--- config.mk ---
export PLATFORM = sky130hd
export DESIGN_NAME = bus_width_seq
export DESIGN_NICKNAME = d
export VERILOG_FILES = /design/src/rtl/bwc_pkg.sv /design/src/rtl/bwc_size_capture.sv /design/src/rtl/bwc_beat_counter.sv /design/src/rtl/bwc_lane_steer.sv /design/src/rtl/bus_width_seq.sv
export SDC_FILE = /design/constraint.sdc
export NUM_CORES = 1
export LEC_CHECK = 0
export CAP_MARGIN = 0
export CORE_MARGIN = 2
export CORE_UTILIZATION = 35
export DETAILED_ROUTE_END_ITERATION = 8
export PLACE_DENSITY = 0.84
export SETUP_SLACK_MARGIN = 0.2
export SYNTH_ARGS = -nofsm -noshare
export SYNTH_HDL_FRONTEND = slang
export SYNTH_SLANG_ARGS = --single-unit
export TNS_END_PERCENT = 10
--- constraint.sdc ---
create_clock -name clk -period 2.4 [get_ports clk]
set_input_delay 0.48 -clock clk [delete_from_list [all_inputs] [get_ports clk]]
set_output_delay 0.48 -clock clk [all_outputs]
set_load 0.005 [all_outputs]
--- src/rtl/bwc_pkg.sv ---
package bwc_pkg;

  typedef enum logic [1:0] {
    SZ_W32  = 2'b00,
    SZ_W64  = 2'b01,
    SZ_W128 = 2'b10,
    SZ_WIDE = 2'b11
  } size_code_e;

  localparam int MAX_BEATS = 16;
  localparam int CNT_W     = $clog2(MAX_BEATS + 1);

  // slave code clamped to the master width
  function automatic logic [1:0] eff_size(input logic [1:0] ss, input logic [1:0] ms);
    return (ss > ms) ? ms : ss;
  endfunction

  function automatic logic is_line(input logic [3:0] t);
    return (t == 4'd1) || (t == 4'd2) || (t == 4'd3);
  endfunction

  function automatic logic [CNT_W-1:0] beat_total(input logic [3:0] t,
                                                  input logic [1:0] eff,
                                                  input logic [1:0] ms);
    int n;
    if (is_line(t)) n = (4 << (int'(t[1:0]) - 1)) >> eff;
    else            n = 1 << (ms - eff);
    return CNT_W'(n);
  endfunction

endpackage

--- src/rtl/bwc_size_capture.sv ---
module bwc_size_capture
  import bwc_pkg::*;
#(
  parameter int MSZ = 1,
  parameter int AW  = 32
) (
  input  logic             clk,
  input  logic             rst,
  input  logic             start,
  input  logic [1:0]       ssize,
  input  logic [AW-1:0]    addr,
  input  logic             rnw,
  input  logic [3:0]       tsize,
  output logic [AW-1:0]    base_nxt,
  output logic [1:0]       eff_q,
  output logic             rnw_q,
  output logic [CNT_W-1:0] total_q
);
  localparam int MBYTES = (32 << MSZ) / 8;
  localparam logic [1:0] MS = 2'(MSZ);

  logic [1:0]    eff_nxt;
  logic [AW-1:0] amask;

  always_comb begin
    int lb;
    eff_nxt = eff_size(ssize, MS);
    lb      = 16 << (int'(tsize[1:0]) - 1);
    if (is_line(tsize)) amask = ~(AW'(lb) - AW'(1));
    else                amask = ~AW'(MBYTES - 1);
    base_nxt = addr & amask;
  end

  always_ff @(posedge clk) begin
    if (rst) begin
      eff_q   <= MS;
      rnw_q   <= 1'b0;
      total_q <= '0;
    end else if (start) begin
      eff_q   <= eff_nxt;
      rnw_q   <= rnw;
      total_q <= beat_total(tsize, eff_nxt, MS);
    end
  end
endmodule

--- src/rtl/bwc_beat_counter.sv ---
module bwc_beat_counter
  import bwc_pkg::*;
#(
  parameter int AW = 32
) (
  input  logic             clk,
  input  logic             rst,
  input  logic             start,
  input  logic [AW-1:0]    base_nxt,
  input  logic             data_ack,
  input  logic [1:0]       eff_q,
  input  logic [CNT_W-1:0] total_q,
  output logic             busy,
  output logic [AW-1:0]    beat_addr,
  output logic             done,
  output logic             fire
);
  logic [CNT_W-1:0] cnt_q;
  logic             last;

  assign fire = busy && data_ack;
  assign last = (cnt_q + CNT_W'(1)) == total_q;

  always_ff @(posedge clk) begin
    if (rst) begin
      busy      <= 1'b0;
      cnt_q     <= '0;
      beat_addr <= '0;
      done      <= 1'b0;
    end else begin
      done <= fire && last;
      if (start) begin
        busy      <= 1'b1;
        cnt_q     <= '0;
        beat_addr <= base_nxt;
      end else if (fire) begin
        beat_addr <= beat_addr + (AW'(4) << eff_q);
        cnt_q     <= cnt_q + CNT_W'(1);
        if (last) busy <= 1'b0;
      end
    end
  end
endmodule

--- src/rtl/bwc_lane_steer.sv ---
module bwc_lane_steer #(
  parameter int MSZ = 1,
  parameter int AW  = 32,
  parameter int MW  = 32 << MSZ
) (
  input  logic          clk,
  input  logic          rst,
  input  logic [AW-1:0] beat_addr,
  input  logic [1:0]    eff_q,
  input  logic          rnw_q,
  input  logic          fire,
  input  logic [MW-1:0] m_wdata,
  input  logic [MW-1:0] rd_lanes,
  output logic [MW-1:0] wr_lanes,
  output logic [MW-1:0] rd_buf
);
  localparam int MBYTES = MW / 8;
  localparam int OFFW   = $clog2(MBYTES);

  generate
    if (MSZ == 0) begin : g_narrow
      // 32-bit master: no slave can be narrower
      assign wr_lanes = m_wdata;
      always_ff @(posedge clk) begin
        if (rst)                rd_buf <= '0;
        else if (fire && rnw_q) rd_buf <= rd_lanes;
      end
    end else begin : g_conv
      logic [MW-1:0] mask;
      int            sh;

      always_comb begin
        sh       = int'(beat_addr[OFFW-1:0]) * 8;
        mask     = {MW{1'b1}} >> (MW - (32 << eff_q));
        wr_lanes = (m_wdata >> sh) & mask;
      end

      always_ff @(posedge clk) begin
        if (rst)
          rd_buf <= '0;
        else if (fire && rnw_q)
          rd_buf <= (rd_buf & ~(mask << sh)) | ((rd_lanes & mask) << sh);
      end
    end
  endgenerate
endmodule

--- src/rtl/bus_width_seq.sv ---
module bus_width_seq
  import bwc_pkg::*;
#(
  parameter int MSZ = 1,
  parameter int AW  = 32,
  parameter int MW  = 32 << MSZ
) (
  input  logic          clk,
  input  logic          rst,
  input  logic          addr_ack,
  input  logic [1:0]    ack_ssize,
  input  logic [AW-1:0] req_addr,
  input  logic          req_rnw,
  input  logic [3:0]    req_tsize,
  input  logic          data_ack,
  input  logic [MW-1:0] m_wdata,
  input  logic [MW-1:0] rd_lanes,
  output logic          busy,
  output logic          conv_active,
  output logic [AW-1:0] beat_addr,
  output logic [MW-1:0] wr_lanes,
  output logic [MW-1:0] rd_buf,
  output logic          done
);
  logic             start;
  logic             fire;
  logic [AW-1:0]    base_nxt;
  logic [1:0]       eff_q;
  logic             rnw_q;
  logic [CNT_W-1:0] total_q;

  assign start       = addr_ack && !busy;
  assign conv_active = busy && (eff_q != 2'(MSZ));

  bwc_size_capture #(.MSZ(MSZ), .AW(AW)) u_cap (
    .clk(clk), .rst(rst), .start(start), .ssize(ack_ssize), .addr(req_addr),
    .rnw(req_rnw), .tsize(req_tsize), .base_nxt(base_nxt), .eff_q(eff_q),
    .rnw_q(rnw_q), .total_q(total_q)
  );

  bwc_beat_counter #(.AW(AW)) u_cnt (
    .clk(clk), .rst(rst), .start(start), .base_nxt(base_nxt),
    .data_ack(data_ack), .eff_q(eff_q), .total_q(total_q), .busy(busy),
    .beat_addr(beat_addr), .done(done), .fire(fire)
  );

  bwc_lane_steer #(.MSZ(MSZ), .AW(AW), .MW(MW)) u_lane (
    .clk(clk), .rst(rst), .beat_addr(beat_addr), .eff_q(eff_q),
    .rnw_q(rnw_q), .fire(fire), .m_wdata(m_wdata), .rd_lanes(rd_lanes),
    .wr_lanes(wr_lanes), .rd_buf(rd_buf)
  );
endmodule

Yosys cells after proc, flatten, opt, wreduce, memory -nomap -nowiden
Index checks and enable logic that the tools add are counted.
- $add $sub $neg: 6
- reductions and logical operators: 12
- bitwise logic cells: 7
- shift-type cells: 10
- eq/ne operators: 5
- order comparisons: 1
- multiplexer cells: 8
- operator list (kind ; count):
    AND 64 bit ; 3
    << shifter 64 x 6 -> 64 bit ; 2
    two-way mux 32 bit ; 3
    NOT 64 bit ; 1
    bitwise OR 64 bit ; 1
    right shift 64 x 32 -> 64 bit, first input constant ; 1
    right shift 64 x 6 -> 64 bit ; 1
    adder 32 bit ; 1
    AND 32 bit ; 1
    NOT 32 bit ; 1
    << shifter 3 x 2 -> 32 bit, first input constant ; 1
    << shifter 3 x 32 -> 32 bit, first input constant ; 1
    << shifter 5 x 32 -> 32 bit, first input constant ; 1
    << shifter 6 x 2 -> 32 bit, first input constant ; 1
    right shift 32 x 2 -> 5 bit ; 1
    subtractor 32 x 2 -> 32 bit, second input constant ; 1
    subtractor 8 x 32 -> 32 bit, first input constant ; 1
    equality test 4 x 2 -> 1 bit, second input constant ; 2
    adder 5 x 1 -> 5 bit, second input constant ; 1
    equality test 5 bit ; 1
    logical AND 1 bit ; 5
    two-way mux 5 bit ; 1
    << shifter 1 x 2 -> 5 bit, first input constant ; 1
    equality test 4 x 1 -> 1 bit, second input constant ; 1
    11 further kinds ; 15
- bits of input ports: 171
- output and inout bits: 163
- register bits: 111

Longest topological paths before layout
Gate-level depths: netlist (run 1).
- word-level depth: 7
- depth in mapped cells: 10
- depth with buffers taken out: 9

By module
Synthesis (run 1) repeated with hierarchy kept, for this count alone.
- cells, all modules: 1065
- area total of the unflattened synthesis: 8495.6 µm²
- modules (own cells, without submodules) (module ; sequential area each (µm²) ; area an instance (µm²) ; cells an instance ; times used):
    bwc_lane_steer ; 1281.2 ; 5512.8 ; 708 ; 1
    bwc_beat_counter ; 780.7 ; 2269.7 ; 270 ; 1
    bwc_size_capture ; 160.2 ; 695.7 ; 84 ; 1
    bus_width_seq ; 0.0 ; 17.5 ; 3 ; 1

Worst setup path before layout (run 1)
Ideal clock, no wire load.
- kind: reg2reg
- start point: reg u_cap.eff_q[1]
- end point: reg u_cnt.beat_addr[14]
- clock period less this slack: 2.264 ns
- stages on the path, launching flop included: 11
- buffers on the path: 1
- setup slack: 0.136 ns
- data arrival time: 2.150 ns
- data required time: 2.285 ns
- cells stage by stage: dfxtp_1 > nor2_1 > ha_1 > inv_1 > fa_1 > nor2b_1 > o21a_1 > o21a_1 > buf_2 > a211oi_1 > a2111oi_0
- cells in the longest elaborated chain, start to end: 4
- RTL lines (item ; line ; source):
    from (decl) ; bwc_size_capture.sv:15 ; output logic [1:0] eff_q,
    from (signal assigned) ; bwc_size_capture.sv:40 ; eff_q <= eff_nxt;
    << shifter 3 x 2 -> 32 bit ; bwc_beat_counter.sv:37 ; beat_addr <= beat_addr + (AW'(4) << eff_q);
    adder 32 bit ; bwc_beat_counter.sv:37 ;
    two-way mux 32 bit ; bwc_beat_counter.sv:36 ; end else if (fire) begin
    two-way mux 32 bit ; bwc_beat_counter.sv:32 ; if (start) begin
    to (signal assigned) ; bwc_beat_counter.sv:35 ; beat_addr <= base_nxt;
    to (signal assigned) ; bwc_beat_counter.sv:37 ;
    to (decl) ; bwc_beat_counter.sv:14 ; output logic [AW-1:0] beat_addr,
No other way between the ends. The select of a mux whose other input is x is not followed.
A chain may end at the register's enable or synchronous reset.

Final worst setup path (run 1)
- start point: reg u_cap.eff_q[1]
- end point: out wr_lanes[25]
- cells in the longest elaborated chain, start to end: 4
- RTL lines (item ; line ; source):
    << shifter 6 x 2 -> 32 bit ; bwc_lane_steer.sv:34 ; mask = {MW{1'b1}} >> (MW - (32 << eff_q));
    subtractor 8 x 32 -> 32 bit ; bwc_lane_steer.sv:34 ;
    right shift 64 x 32 -> 64 bit ; bwc_lane_steer.sv:34 ;
    AND 64 bit ; bwc_lane_steer.sv:35 ; wr_lanes = (m_wdata >> sh) & mask;
    to (decl) ; bus_width_seq.sv:21 ; output logic [MW-1:0] wr_lanes,
No other way between the ends.

==> qor.txt, run 1 <==
DRC errors left = 0
slew at the pin with the worst max-slew slack = 671 ps
Achievable Freq = 399 MHz
register area share after synthesis = 36.5%
CTS clock-pin slew for the worst setup and hold paths = 80 ps
largest net degree at the start of global routing = 40
status = complete, but fails checks
R2R setup slack = -40 ps
# diodes = 0
Placed Instances = 1,277
most used cells in the layout excluding fill and tap cells = sky130_fd_sc_hd__clkdlybuf4s50_1 (262), sky130_fd_sc_hd__dfxtp_1 (106), sky130_fd_sc_hd__nor2_1 (64)
biggest fanout along the worst timing path = 9
Relative slew margins = 55.1%
max-slew violation count = 0
aggregate routed wire length = 24.7 mm
Post-Synthesis Cells = 743
Fin Clk Skew = 12.6 ps
power density over the cells = 462 nW/um^2
number of buffers inserted during clock tree synthesis = 9
Area Overhead vs Synth = 79.3%
hpwl dp = 17.6 mm
total grt overflow = 0
CP delay by family, top = simple AND/OR/NAND/NOR gates
Worst Setup Start Kind = flip-flop
most common library cell in the layout ignoring fill and taps = sky130_fd_sc_hd__clkdlybuf4s50_1
total standard cell area after synthesis = 5970 um^2
initial core utilization = 35.9%
Final period util = 104%
WP depth = 9
pre-CTS worst setup slack = -236 ps
vias in the first global route = 6,682
CTS H-tree depth = 3
count of clock tree sinks = 109
critical-path cell list = nand2b_4 > inv_4 > ha_4 > and3b_2 > nand2_8 > buf_6 > buf_12 > nor2_4 > buf_2
drt wl/cell = 18.9 um
DR vias = 7,121
flip-flop cell with the highest count after synthesis = sky130_fd_sc_hd__dfxtp_1
setup slack of the critical path after layout = -103 ps
count of antenna-violating nets left after detailed routing = 0
ports placed on the boundary = 334
destination of the worst register-to-register timing path = u_lane.rd_buf[31]$_SDFFE_PP0P_
flops & latches, synth = 109
Core Footprint = 16,600 um^2
Crit. End Element = output pin
Fill cells = 1,345
Final Hold Vio Count = 0
longest individual stage delay on the worst path = 390 ps
CTS Hold Bufs = 0
buffer levels on the longest clock path = 2
asr flop ratio synth = 0%
slowest cell on the critical path = sky130_fd_sc_hd__dfxtp_4
leakage dissipation = 3.98 nW
count of cells along the worst hold path = 2
first-pass GRT wire length = 36.5 mm
site row count = 47
nets = 1,268
path type of the worst min-delay path = flip-flop to flip-flop
non-filler cells, final = 1,308
vias per inst = 5.44
setup repair after global routing missed its margin = true
type of the setup path with the least slack = flip-flop to output pin
violations in the final reports = setup timing
VDD IR max = 326 uV
per-instance average area after synthesis = 8.04 um^2
area enclosed by the die boundary = 18,100 um^2
fraction of final layout cells sized beyond drive strength 1 = 25.1%
reported max-cap violation count = 0
count of flip-flops with a built-in enable after synthesis = 0
number of design-rule violations left by the first detailed-router iteration = 524
Die Y = 135 um
setup tns final = -2740 ps
unique cell type count in the Yosys netlist = 62
first-pass detailed-route iteration total = 5
initial antenna violation count = 0
reg2reg start = u_cap.eff_q[1]$_SDFFE_PP0P_
Setup-failing EPs final = 58
TritonCTS clock tree = yes
CP Data Arrival Time = 2020 ps
startpoint of the most critical hold path = u_cap.rnw_q$_SDFFE_PP0P_
Root Buffer = sky130_fd_sc_hd__clkbuf_16
number of buffer and inverter instances along the worst setup path = 4
post-layout minimum cycle time = 2500 ps
length in cells of the worst reg-to-reg path = 12
Port Buffer Count = 328
overall die width = 135 um
Final GP Congestion = 0.852
yosys warns = 0
worst min-delay path endpoint = u_cap.rnw_q$_SDFFE_PP0P_
GR Util All Layers = 25.8%
data required time at the worst endpoint = 1920 ps
insertion delay of the later-clocked pin in the worst-skew pair = 360 ps
flip-flops by register name (all words and copies together) (netlist names):
| name | count |
|---|---|
| u_cap.rnw_q | 1 |
| u_cap.eff_q | 2 |
| u_cap.total_q | 5 |
| u_cnt.done | 1 |
| u_cnt.cnt_q | 5 |
| u_lane.rd_buf | 64 |
| u_cnt.beat_addr | 30 |
| u_cnt.busy | 1 |
where the power goes:
part	internal (mW)	total, mW	switching (mW)
sequential	1.86	1.93	0.0691
combinational	0.881	1.49	0.612
clock	0.736	1.52	0.784
synthesized netlist by cell type (7+ instances only):
cell type | instances | share of area [%]
sky130_fd_sc_hd__a21oi_1 | 57 | 4.8
sky130_fd_sc_hd__nand2_1 | 96 | 6.0
sky130_fd_sc_hd__ha_1 | 13 | 2.7
sky130_fd_sc_hd__clkbuf_1 | 46 | 2.9
sky130_fd_sc_hd__a22oi_1 | 34 | 4.3
sky130_fd_sc_hd__nor2_1 | 95 | 6.0
sky130_fd_sc_hd__nor3_1 | 12 | 1.0
sky130_fd_sc_hd__inv_1 | 11 | 0.69
sky130_fd_sc_hd__nand3_1 | 9 | 0.75
sky130_fd_sc_hd__nand4_1 | 13 | 1.4
sky130_fd_sc_hd__o21ai_0 | 9 | 0.75
sky130_fd_sc_hd__xor2_1 | 7 | 1.0
sky130_fd_sc_hd__a211oi_1 | 13 | 1.6
sky130_fd_sc_hd__xnor2_1 | 9 | 1.3
sky130_fd_sc_hd__mux2i_1 | 38 | 6.4
sky130_fd_sc_hd__and2_1 | 36 | 3.8
sky130_fd_sc_hd__dfxtp_1 | 109 | 37
sky130_fd_sc_hd__a2bb2oi_1 | 32 | 4.7
metal layers:
| layer | global-route usage [%] | part of all wire (%) | up-vias | routed length (um) |
|---|---|---|---|---|
| met3 | 4.24 | 7.3 | 61 | 1800 |
| met4 | 12.9 | 4.3 | 0 | 1060 |
| li1 | - | - | 3344 | - |
| met2 | 44.1 | 50 | 355 | 12400 |
| met5 | 0 | 0 | - | 0 |
| met1 | 31.3 | 38 | 3361 | 9470 |
worst min-delay path: stages, from the launching register on:
cell	delay (ps)
sky130_fd_sc_hd__dfxtp_1	320
sky130_fd_sc_hd__nand2_1	50
sky130_fd_sc_hd__a21oi_1	50
per-stage QoR:
step / area [um^2] / utilization (%) / hold WS (ps) / total power, mW
2_1_floorplan: 5990 / - / 437 / 2.40
3_3_place_gp: 9730 / 58.4 / 441 / 3.20
3_5_place_dp: 9730 / 58.4 / 447 / 3.21
4_1_cts: 10300 / 61.7 / 472 / 4.79
5_1_grt: 10700 / 64.3 / 494 / 5.12
6_report: 10700 / 64.3 / 468 / 4.94
worst max-delay path by stage:
stage	startpoint	endpoint
2_1_floorplan	u_cap.eff_q[1]$_SDFFE_PP0P_	u_cnt.beat_addr[24]$_SDFFE_PP0P_
3_3_place_gp	req_tsize[0]	u_cnt.beat_addr[18]$_SDFFE_PP0P_
3_5_place_dp	req_tsize[0]	u_cnt.beat_addr[31]$_SDFFE_PP0P_
4_1_cts	u_cap.eff_q[1]$_SDFFE_PP0P_	wr_lanes[27]
5_1_grt	u_cap.eff_q[1]$_SDFFE_PP0P_	wr_lanes[12]
6_report	u_cap.eff_q[1]$_SDFFE_PP0P_	wr_lanes[25]
cells by family (layout without fill, tap and decap cells):
group                    count (synthesis)  count (layout)  synth area share, %
AND/OR/NAND/NOR                        299             299                 23.8
XOR/XNOR                                16              16                 2.35
flip-flops                             109             109                 36.5
multiplexers                            39              39                 6.56
buffers and inverters                   72             416                 4.90
adder cells (fa/ha/maj)                 14              14                 3.06
AO/OA/AOI/OAI                          193             193                 22.7
other                                    1               2               0.0628
area by class of cell:
cell class	count	area, um^2	area share (%)
tap	220	275	2.57
clock buffer	9	225	2.10
clock inverter	7	68.8	0.643
multi-input combinational	563	4040	37.7
inverter	11	43.8	0.409
sequential	109	2190	20.5
timing repair buffer	389	3860	36.1
what timing repair did:
action | CTS | global route
cloned | 3 | 0
setup buffers | 8 | 4
pin swaps | 61 | 49
endpoints found under the setup margin | 85 | 140
gates resized for setup | 290 | 165
Power figures use the tool's default switching activity.
==> run 2: changes to the inputs <==
--- a/config.mk
+++ b/config.mk
@@ -9,6 +9,7 @@
 export CORE_MARGIN = 2
 export CORE_UTILIZATION = 35
 export DETAILED_ROUTE_END_ITERATION = 8
+export GPL_TIMING_DRIVEN = 0
 export PLACE_DENSITY = 0.84
 export SETUP_SLACK_MARGIN = 0.2
 export SYNTH_ARGS = -nofsm -noshare
==> run 2 against run 1 <==
Net effect: the flow still finishes with violations (setup timing); combinational power increased by 3%; hold slack worse by 12 ps; power increased by 0.43%; die area is the same; critical path type unchanged; critical endpoint unchanged; largest cell class is now non-clock buffers.
==> qor.txt, run 2 (synthesized netlist as in run 1, its figures left out) <==
number of flip-flops under the largest register name = 64
initial antenna violation count = 0
Port Buffer Count = 328
TritonCTS clock tree = yes
power density over the cells = 461 nW/um^2
first-pass GRT wire length = 39.4 mm
biggest fanout along the worst timing path = 6
slew at the pin with the worst max-slew slack = 765 ps
number of buffers inserted during clock tree synthesis = 9
Root Buffer = sky130_fd_sc_hd__clkbuf_16
Total Power = 4.96 mW
Die Y = 135 um
Core Footprint = 16,600 um^2
initial core utilization = 35.9%
first-pass detailed-route iteration total = 5
Setup-failing EPs final = 49
M3 GR Usage = 6.12%
VDD IR max = 327 uV
Fin Clk Skew = 14.0 ps
fraction of final layout cells sized beyond drive strength 1 = 22.4%
Most Crowded Layer GR = met2
CP Data Arrival Time = 2080 ps
hpwl dp = 20.0 mm
buffer levels on the longest clock path = 2
registers with the highest flip-flop counts = u_lane.rd_buf: 64 flops, u_cnt.beat_addr: 30 flops
type of the setup path with the least slack = flip-flop to output pin
drt wl/cell = 20.4 um
Final GP Congestion = 0.926
most common library cell in the layout ignoring fill and taps = sky130_fd_sc_hd__clkdlybuf4s50_1
overall die width = 135 um
pre-CTS worst setup slack = -1020 ps
max-slew violation count = 0
setup tns final = -4070 ps
post-route core utilization = 64.7%
reported max-cap violation count = 0
Area Overhead vs Synth = 80.2%
Relative slew margins = 49.0%
CTS clock-pin slew for the worst setup and hold paths = 80 ps
nets = 1,306
Worst Setup Start Kind = flip-flop
met2 usage = 48.3%
largest register by flop count = u_lane.rd_buf
Achievable Freq = 391 MHz
leakage dissipation = 4.02 nW
total grt overflow = 0
path type of the worst min-delay path = flip-flop to flip-flop
vias per inst = 5.58
aggregate routed wire length = 27.4 mm
DRC errors left = 0
area enclosed by the die boundary = 18,100 um^2
met1 Usage GRT = 33.0%
data required time at the worst endpoint = 1920 ps
Crit. End Element = output pin
Final period util = 107%
# diodes = 0
setup repair after global routing missed its margin = true
insertion delay of the later-clocked pin in the worst-skew pair = 360 ps
number of design-rule violations left by the first detailed-router iteration = 509
site row count = 47
status = complete, but fails checks
most used cells in the layout excluding fill and tap cells = sky130_fd_sc_hd__clkdlybuf4s50_1 (262), sky130_fd_sc_hd__dfxtp_1 (106), sky130_fd_sc_hd__nand2_1 (93)
post-layout minimum cycle time = 2560 ps
CTS H-tree depth = 3
largest net degree at the start of global routing = 21
vias in the first global route = 7,217
count of antenna-violating nets left after detailed routing = 0
DR vias = 7,507
setup slack of the critical path after layout = -156 ps
Final Hold Vio Count = 0
ports placed on the boundary = 334
violations in the final reports = setup timing
count of cells along the worst hold path = 2
GR Util All Layers = 28.2%
length in cells of the worst reg-to-reg path = 10
count of clock tree sinks = 109
==> run 2: changes by cell type in the layout (fill, tap and decap cells not counted), moves of 11 or more <==
cell	previous run	this run
sky130_fd_sc_hd__a22oi_1	33	22
sky130_fd_sc_hd__buf_2	27	49
sky130_fd_sc_hd__and2_1	8	22
sky130_fd_sc_hd__buf_4	36	24
sky130_fd_sc_hd__nand2_2	29	2
sky130_fd_sc_hd__and2_4	28	14
sky130_fd_sc_hd__a22oi_2	1	12
sky130_fd_sc_hd__clkbuf_1	0	22
sky130_fd_sc_hd__nand2_1	63	93
==> run 2: through the flow <==
| step | std cells | hold slack [ps] | cell area, um^2 |
|---|---|---|---|
| finish | 1346 | 456 | 10800 |
| global route | 1346 | 474 | 10800 |
| CTS | 1335 | 457 | 10300 |
| detailed placement | 1292 | 446 | 9540 |
| global placement | 1292 | 441 | 9540 |
| floorplan | 744 | 437 | 5990 |
==> run 2: report_power, final <==
part	internal, mW	switching (mW)
Sequential	1.86	0.0710
Combinational	0.887	0.650
Clock	0.735	0.759
Total	3.48	1.48
==> run 2: path summary, 6_finish.rpt <==
| check | end | startpoint | slack, ps |
|---|---|---|---|
| setup / recovery | wr_lanes[25] | u_cap.eff_q[0]$_SDFFE_PP1P_ | -160 |
| hold / removal | u_lane.rd_buf[23]$_SDFFE_PP0P_ | u_lane.rd_buf[23]$_SDFFE_PP0P_ | 460 |
| setup reg to reg | u_cnt.beat_addr[24]$_SDFFE_PP0P_ | u_cap.eff_q[0]$_SDFFE_PP1P_ | -70 |
| hold reg to reg | u_lane.rd_buf[23]$_SDFFE_PP0P_ | u_lane.rd_buf[23]$_SDFFE_PP0P_ | 460 |
==> run 2: repair_timing <==
| item | 4_1_cts | 5_1_grt |
|---|---|---|
| hold buffers | 0 | 0 |
| pin swaps | 36 | 26 |
| buffers inserted | 23 | 10 |
| resized for setup | 393 | 115 |
| setup endpoints to repair | 156 | 161 |
| gates cloned | 4 | 1 |
==> run 2: area by class of cell <==
| cell class | count | area, um^2 |
|---|---|---|
| inverter | 11 | 43.8 |
| fill | 1358 | 5880 |
| tap | 220 | 275 |
| multi-input combinational | 563 | 3980 |
| buffer | 61 | 510 |
| timing repair buffer | 366 | 3470 |
| clock inverter | 7 | 66.3 |
| clock buffer | 9 | 225 |
| sequential | 109 | 2190 |
==> run 2: critical path: stages, from the launching register on <==
cell and delay [ps]:
sky130_fd_sc_hd__dfxtp_4 380, sky130_fd_sc_hd__buf_6 120, sky130_fd_sc_hd__nor2_4 130, sky130_fd_sc_hd__ha_4 210, sky130_fd_sc_hd__and3b_2 230, sky130_fd_sc_hd__nand2_4 150
sky130_fd_sc_hd__clkbuf_16 170, sky130_fd_sc_hd__buf_12 140, sky130_fd_sc_hd__nor2_2 40, sky130_fd_sc_hd__buf_2 140
==> run 2: layer usage <==
metal / wire length (um) / share of wire [%]
met2: 13600 / 50
met4: 1360 / 4.9
met3: 2140 / 7.8
met1: 10300 / 38
met5: 0 / 0
==> run 3: changes to the inputs <==
--- a/config.mk
+++ b/config.mk
@@ -5,11 +5,12 @@
 export SDC_FILE = /design/constraint.sdc
 export NUM_CORES = 1
 export LEC_CHECK = 0
-export CAP_MARGIN = 0
+export CAP_MARGIN = 30
 export CORE_MARGIN = 2
 export CORE_UTILIZATION = 35
 export DETAILED_ROUTE_END_ITERATION = 8
 export GPL_TIMING_DRIVEN = 0
+export HOLD_SLACK_MARGIN = 0.06
 export PLACE_DENSITY = 0.84
 export SETUP_SLACK_MARGIN = 0.2
 export SYNTH_ARGS = -nofsm -noshare
==> results of run 3 <==
The final DEF is identical to that of run 2; final timing and power are the same.
